[src/rtl/fcu_pkg.sv]
// Package: shared widths, register addresses, state codes and bit-layout
// helpers for the fault collection unit.
package fcu_pkg;
    localparam int REG_W     = 32;
    localparam int NUM_SW    = 5;
    localparam int NUM_HW    = 16;
    localparam int NUM_NOINJ = 2;   // software faults 0..NUM_NOINJ-1 not injectable
    localparam int ADDR_W    = 3;

    localparam logic [ADDR_W-1:0] A_FLAG = 3'd0;
    localparam logic [ADDR_W-1:0] A_INJ  = 3'd1;
    localparam logic [ADDR_W-1:0] A_ENA  = 3'd2;
    localparam logic [ADDR_W-1:0] A_TGT  = 3'd3;
    localparam logic [ADDR_W-1:0] A_CTRL = 3'd4;

    typedef enum logic [1:0] {
        ST_INIT   = 2'd0,
        ST_NORMAL = 2'd1,
        ST_ALARM  = 2'd2,
        ST_FAULT  = 2'd3
    } fcu_state_t;

    // Bit position of software fault k (first-numbered bit is the MSB).
    function automatic int sw_pos(input int k);
        return REG_W - 1 - k;
    endfunction

    // Mask of all implemented flag bits.
    function automatic logic [REG_W-1:0] valid_mask();
        logic [REG_W-1:0] m;
        m = '0;
        for (int j = 0; j < NUM_HW; j++) m[j] = 1'b1;
        for (int k = 0; k < NUM_SW; k++) m[sw_pos(k)] = 1'b1;
        return m;
    endfunction

    // Mask of bits that an injection may set.
    function automatic logic [REG_W-1:0] inj_mask();
        logic [REG_W-1:0] m;
        m = valid_mask();
        for (int k = 0; k < NUM_NOINJ; k++) m[sw_pos(k)] = 1'b0;
        return m;
    endfunction

    // Place raw fault vectors into the register layout.
    function automatic logic [REG_W-1:0] pack_faults(
        input logic [NUM_SW-1:0] sw,
        input logic [NUM_HW-1:0] hw
    );
        logic [REG_W-1:0] v;
        v = '0;
        for (int j = 0; j < NUM_HW; j++) v[j] = hw[j];
        for (int k = 0; k < NUM_SW; k++) v[sw_pos(k)] = sw[k];
        return v;
    endfunction
endpackage

[src/rtl/fcu_regs.sv]
// Module: fcu_regs
// Holds the configuration (enable, target, lock) and the one-cycle injection
// register. Assumes the bus is single-cycle: a write is taken when we is high
// at a clock edge. Enable and target are frozen once the lock is set.
module fcu_regs
    import fcu_pkg::*;
(
    input  logic              clk,
    input  logic              rst_n,
    input  logic              we,
    input  logic [ADDR_W-1:0] addr,
    input  logic [REG_W-1:0]  wdata,
    input  logic              test_mode_i,
    output logic [REG_W-1:0]  ena_q,
    output logic [REG_W-1:0]  tgt_q,
    output logic              lock_q,
    output logic [REG_W-1:0]  inj_q,
    output logic              go_req
);
    localparam logic [REG_W-1:0] VALID = valid_mask();
    localparam logic [REG_W-1:0] INJOK = inj_mask();

    logic wr_ena, wr_tgt, wr_inj, wr_ctrl;

    // Decode write strobes for each register.
    always_comb begin
        wr_ena  = we && (addr == A_ENA) && !lock_q;
        wr_tgt  = we && (addr == A_TGT) && !lock_q;
        wr_inj  = we && (addr == A_INJ) && test_mode_i;
        wr_ctrl = we && (addr == A_CTRL);
        go_req  = wr_ctrl && wdata[1];
    end

    // Enable and target registers, writable only before the lock.
    always_ff @(posedge clk) begin
        if (!rst_n) begin
            ena_q <= '0;
            tgt_q <= '0;
        end else begin
            if (wr_ena) ena_q <= wdata & VALID;
            if (wr_tgt) tgt_q <= wdata & VALID;
        end
    end

    // One-way configuration lock.
    always_ff @(posedge clk) begin
        if (!rst_n)
            lock_q <= 1'b0;
        else if (wr_ctrl && (wdata[0] || wdata[1]))
            lock_q <= 1'b1;
    end

    // Injection pulse register: holds a test-mode write for one cycle.
    always_ff @(posedge clk) begin
        if (!rst_n)
            inj_q <= '0;
        else if (wr_inj)
            inj_q <= wdata & INJOK;
        else
            inj_q <= '0;
    end
endmodule

[src/rtl/fcu_flags.sv]
// Module: fcu_flags
// Sticky fault flags. Raw lines are sampled only outside test mode; injected
// bits set flags the same way. Write-one-to-clear, with set winning over clear.
module fcu_flags
    import fcu_pkg::*;
(
    input  logic              clk,
    input  logic              rst_n,
    input  logic [NUM_SW-1:0] sw_fault_i,
    input  logic [NUM_HW-1:0] hw_fault_i,
    input  logic              test_mode_i,
    input  logic [REG_W-1:0]  inj,
    input  logic              clr_we,
    input  logic [REG_W-1:0]  clr_bits,
    output logic [REG_W-1:0]  flags_q
);
    localparam logic [REG_W-1:0] VALID = valid_mask();

    logic [REG_W-1:0] real_set, set_v, clr_v;

    // Gather set and clear vectors for this cycle.
    always_comb begin
        real_set = test_mode_i ? '0 : pack_faults(sw_fault_i, hw_fault_i);
        set_v    = (real_set | inj) & VALID;
        clr_v    = clr_we ? clr_bits : '0;
    end

    // Latch flags.
    always_ff @(posedge clk) begin
        if (!rst_n)
            flags_q <= '0;
        else
            flags_q <= ((flags_q & ~clr_v) | set_v) & VALID;
    end
endmodule

[src/rtl/fcu_state.sv]
// Module: fcu_state
// Reaction state machine. Leaves Init only on a run request; afterwards it
// follows the enabled latched flags, Fault taking priority over Alarm.
module fcu_state
    import fcu_pkg::*;
(
    input  logic             clk,
    input  logic             rst_n,
    input  logic [REG_W-1:0] flags,
    input  logic [REG_W-1:0] ena,
    input  logic [REG_W-1:0] tgt,
    input  logic             go_req,
    output fcu_state_t       state_q
);
    logic       any_alarm, any_fault;
    fcu_state_t state_n;

    // Reduce enabled flags per target.
    always_comb begin
        any_fault = |(flags & ena & tgt);
        any_alarm = |(flags & ena & ~tgt);
    end

    // Next-state selection.
    always_comb begin
        if (state_q == ST_INIT)
            state_n = go_req ? ST_NORMAL : ST_INIT;
        else if (any_fault)
            state_n = ST_FAULT;
        else if (any_alarm)
            state_n = ST_ALARM;
        else
            state_n = ST_NORMAL;
    end

    // State register.
    always_ff @(posedge clk) begin
        if (!rst_n) state_q <= ST_INIT;
        else        state_q <= state_n;
    end
endmodule

[src/rtl/fcu_top.sv]
// Module: fcu_top
// Fault collection unit top: register bus decode, read mux, and wiring of the
// configuration, flag and state submodules. Reads are combinational.
module fcu_top
    import fcu_pkg::*;
(
    input  logic              clk,
    input  logic              rst_n,
    input  logic [ADDR_W-1:0] addr,
    input  logic [REG_W-1:0]  wdata,
    input  logic              we,
    output logic [REG_W-1:0]  rdata,
    input  logic [NUM_SW-1:0] sw_fault_i,
    input  logic [NUM_HW-1:0] hw_fault_i,
    input  logic              test_mode_i,
    output logic [1:0]        state_o,
    output logic              fault_o
);
    logic [REG_W-1:0] ena_q, tgt_q, inj_q, flags_q;
    logic             lock_q, go_req, clr_we;
    fcu_state_t       state_q;

    fcu_regs u_regs (
        .clk(clk), .rst_n(rst_n), .we(we), .addr(addr), .wdata(wdata),
        .test_mode_i(test_mode_i), .ena_q(ena_q), .tgt_q(tgt_q),
        .lock_q(lock_q), .inj_q(inj_q), .go_req(go_req)
    );

    // Flag clear strobe.
    assign clr_we = we && (addr == A_FLAG);

    fcu_flags u_flags (
        .clk(clk), .rst_n(rst_n), .sw_fault_i(sw_fault_i),
        .hw_fault_i(hw_fault_i), .test_mode_i(test_mode_i), .inj(inj_q),
        .clr_we(clr_we), .clr_bits(wdata), .flags_q(flags_q)
    );

    fcu_state u_state (
        .clk(clk), .rst_n(rst_n), .flags(flags_q), .ena(ena_q), .tgt(tgt_q),
        .go_req(go_req), .state_q(state_q)
    );

    // Status outputs.
    assign state_o = state_q;
    assign fault_o = (state_q == ST_FAULT);

    // Read mux.
    always_comb begin
        rdata = '0;
        case (addr)
            A_FLAG:  rdata = flags_q;
            A_INJ:   rdata = inj_q;
            A_ENA:   rdata = ena_q;
            A_TGT:   rdata = tgt_q;
            A_CTRL:  begin
                rdata[0]   = lock_q;
                rdata[1]   = test_mode_i;
                rdata[5:4] = state_q;
            end
            default: rdata = '0;
        endcase
    end
endmodule

[config.mk]
export PLATFORM = sky130hd
export DESIGN_NAME = fcu_top
export DESIGN_NICKNAME = d
export VERILOG_FILES = /design/src/rtl/fcu_pkg.sv /design/src/rtl/fcu_regs.sv /design/src/rtl/fcu_flags.sv /design/src/rtl/fcu_state.sv /design/src/rtl/fcu_top.sv
export SDC_FILE = /design/constraint.sdc
export NUM_CORES = 1
export LEC_CHECK = 0
export BUFFER_PORTS_ARGS = -buffer_cell sky130_fd_sc_hd__buf_4
export CORE_MARGIN = 2
export CORE_UTILIZATION = 56
export CTS_CLUSTER_DIAMETER = 30
export CTS_CLUSTER_SIZE = 8
export DETAILED_ROUTE_END_ITERATION = 10
export PLACE_DENSITY_LB_ADDON = 0.2
export SLEW_MARGIN = 20
export SYNTH_ARGS = -nofsm -noshare
export SYNTH_HDL_FRONTEND = slang
export SYNTH_HIERARCHICAL = 1
export SYNTH_SLANG_ARGS = --single-unit
[constraint.sdc]
create_clock -name clk -period 2.1 [get_ports clk]
set_clock_uncertainty 0.05 [all_clocks]
set_input_delay 0.105 -clock clk [delete_from_list [all_inputs] [get_ports clk]]
set_output_delay 0.105 -clock clk [all_outputs]
set_load 0.02 [all_outputs]
==> impl_metrics.toml <==
[final_layout]
nets = 681
layout.cells.most_common = "nand2_1"
non_filler_instance_count_after_layout = 736
layout.cells.most_common_list = "94 x nand2_1, 85 x dfxtp_1, 80 x buf_4, 50 x nor2b_1, 46 x conb_1"
area_growth_syn_to_layout_pct = 16.1
num_antenna_cells = 0
post_route_cells_drive_above_1_share_pct = 24.5

[floorplan]
die_h_um = 100
floorplan.die.width_um = 100
floorplan.core_area_mm2 = 0.00911
die_area_mm2 = 0.0101
placement_rows = 35
start_util_pct = 57.1
ioPinCount = 95

[clocking]
cts.sinks = 85
cts.path.max_buffers = 2
cts_tree = "done"
ctsHtreeMaxLevel = 3
clock_latency_ns = 0.35
cts_buffers = 9
post-cts-setup-buffer-count = 0
clockRootBuffer = "clkbuf_8"
cts_repair_resize_count = 0
path_clk_slew_ns = 0.08

[placed_design]
routabilityCongestion = 0.848
post-dp-hpwl_um = 9040
io_buffers = 72
place.detailed.instances = 701

[timing]
tightestPinTransition_ns = 0.751
relSlewSlack_pct = 49.9
final-max-slew-violation-count = 0
layout_min_cycle_time_ns = 1.77
fmax_ghz = 0.565
finalHoldViolations = 0
unrepaired_setup_endpoints_after_global_routing = "no"
post-route-period-util_pct = 84.3
totalNegativeSetupSlack_ns = 0
setup_violations = 0

[route]
antenna_left = 0
route.final.wire_length_um = 13300
drt_first_pass_iters = 5
route.detailed.drc = 0
detailroute.via_count = 4274
wire_per_inst_um = 18.1
detail_route.vias_per_cell = 5.81
detailedRoute.firstIterationViolations = 299

[worst_setup_path]
critical_path.max_stage_delay_ns = 0.60
timing.critical_path.mode_cell = "buf_4"
crit_required_ns = 1.95
start_kind = "input pin"
critical_path_class = "input pin to primary output"
timing.critical_path.slowest_stage_cell = "mux4_2"
worst-path-max-fanout = 43
critical_path.endpoint_type = "primary output"
worst-r2r-setup-slack_ns = 0.39
cp_cell_sequence = "buf_4, mux4_2, nor2b_1, buf_4"
worstPathArrival_ns = 1.61

[synth]
top_ff_cell_synth = "dfxtp_1"
synth-async-reset-ratio_pct = 0
seq_area_frac_synth_pct = 32.7
yosys.cell_types.count = 40
synth_area_per_cell_um2 = 9.61
netlist_instances = 541
post_synthesis_cell_area_mm2 = 0.00520
synth-edff-count = 0
ys_seq_elements = 85
yosysWarnings = 6

[grt]
grt_pass1_vias = 4112
grt_first_pass_wirelength_um = 21000
grt_use_total_pct = 27.0
grt_start_max_net_pins = 88
antenna_violations_before_repair = 0
grt-ovfl-total = 0

[power]
total_leakage_power_nw = 2.46
vdd_drop_max_uv = 405
powerDensity_mw_per_mm2 = 610

[worst_hold_path]
hp-class = "input pin to register"

[job]
max_cap_viol_count = 0

[status]
run_status = "completed"
cell type report:
cell class              instances  area [um2]
multi-input cells             422        3100
fillers                       752        3070
flip-flops and latches         85        1700
repair buffers                103         861
clock buffers                  12         165
well taps                     111         139
clock inverters                 3        67.6
kinds of logic after synthesis:
| kind of cell | share of synthesized area, % |
|---|---|
| AO/OA/AOI/OAI | 12.0 |
| buffers and inverters | 10.9 |
| flip-flops | 32.7 |
| multiplexers | 21.1 |
| other | 0.144 |
| AND/OR/NAND/NOR | 23.2 |
power by group:
group	internal (W)	switching [W]	leakage, nW
Combinational	0.000310	0.000312	1.65
Clock	0.000762	0.000579	0.115
Sequential	0.00166	0.0000544	0.692
state kept, by name (all words and copies together) (netlist names):
register,flops
u_regs/lock_q,1
u_flags/flags_q,21
u_regs/inj_q,19
u_state/state_q,2
u_regs/ena_q,21
u_regs/tgt_q,21
worst paths after layout:
path / startpoint / endpoint / cells after the start
worst max register to register: u_regs/lock_q$_SDFFE_PN0P_ / u_regs/ena_q[14]$_SDFFE_PN0P_ / 4
worst min-delay path: hw_fault_i[14] / u_flags/flags_q[14]$_SDFF_PN0_ / 3
worst min register to register: u_regs/inj_q[9]$_SDFF_PN0_ / u_flags/flags_q[9]$_SDFF_PN0_ / 1
worst max-delay path: addr[0] / rdata[27] / 4
through the flow:
stage                     power [W]  worst slack, ns  cell area [um2]  hold WS [ns]  util, %
after floorplan             0.00221            0.403             5360         0.177        -
after global placement      0.00232            0.306             5600         0.287     61.5
after detailed placement    0.00233            0.314             5600         0.290     61.5
after CTS                   0.00367            0.301             6040       0.00493     66.3
after global routing        0.00382            0.217             6040        0.0263     66.3
final                       0.00368            0.330             6040        0.0251     66.3
per-layer routing:
layer / GRT usage [%] / routed length (um) / up-vias
li1: - / - / 2010
met1: 35.6 / 5540 / 2098
met2: 46.7 / 6900 / 156
met3: 3.69 / 791 / 10
met4: 6.85 / 97 / 0
met5: 0 / 0 / -
Yosys cell counts, types with 9 or more instances:
cell type / instances / area share (%)
o31a_1: 21 / 3.5
nand4_1: 9 / 1.1
o22ai_1: 17 / 2.0
a21boi_2: 20 / 4.3
buf_2: 9 / 0.87
mux2i_1: 43 / 8.3
buf_4: 49 / 7.1
and2_1: 21 / 2.5
nand2_1: 94 / 6.8
clkbuf_1: 12 / 0.87
nand3_1: 32 / 3.1
mux4_2: 28 / 12
nor2b_1: 50 / 6.0
dfxtp_1: 85 / 33
what timing repair did:
| item | in CTS | in global routing |
|---|---|---|
| hold endpoints to repair | 32 | 0 |
| endpoints found under the setup margin | 0 | 0 |
| hold buffers | 20 | 0 |
critical path, delay by kind of cell:
kind | cells | cell delay, ns
buffers and inverters | 2 | 0.75
muxes | 1 | 0.60
and+or+nand+nor | 1 | 0.15
Power figures use the tool's default switching activity.
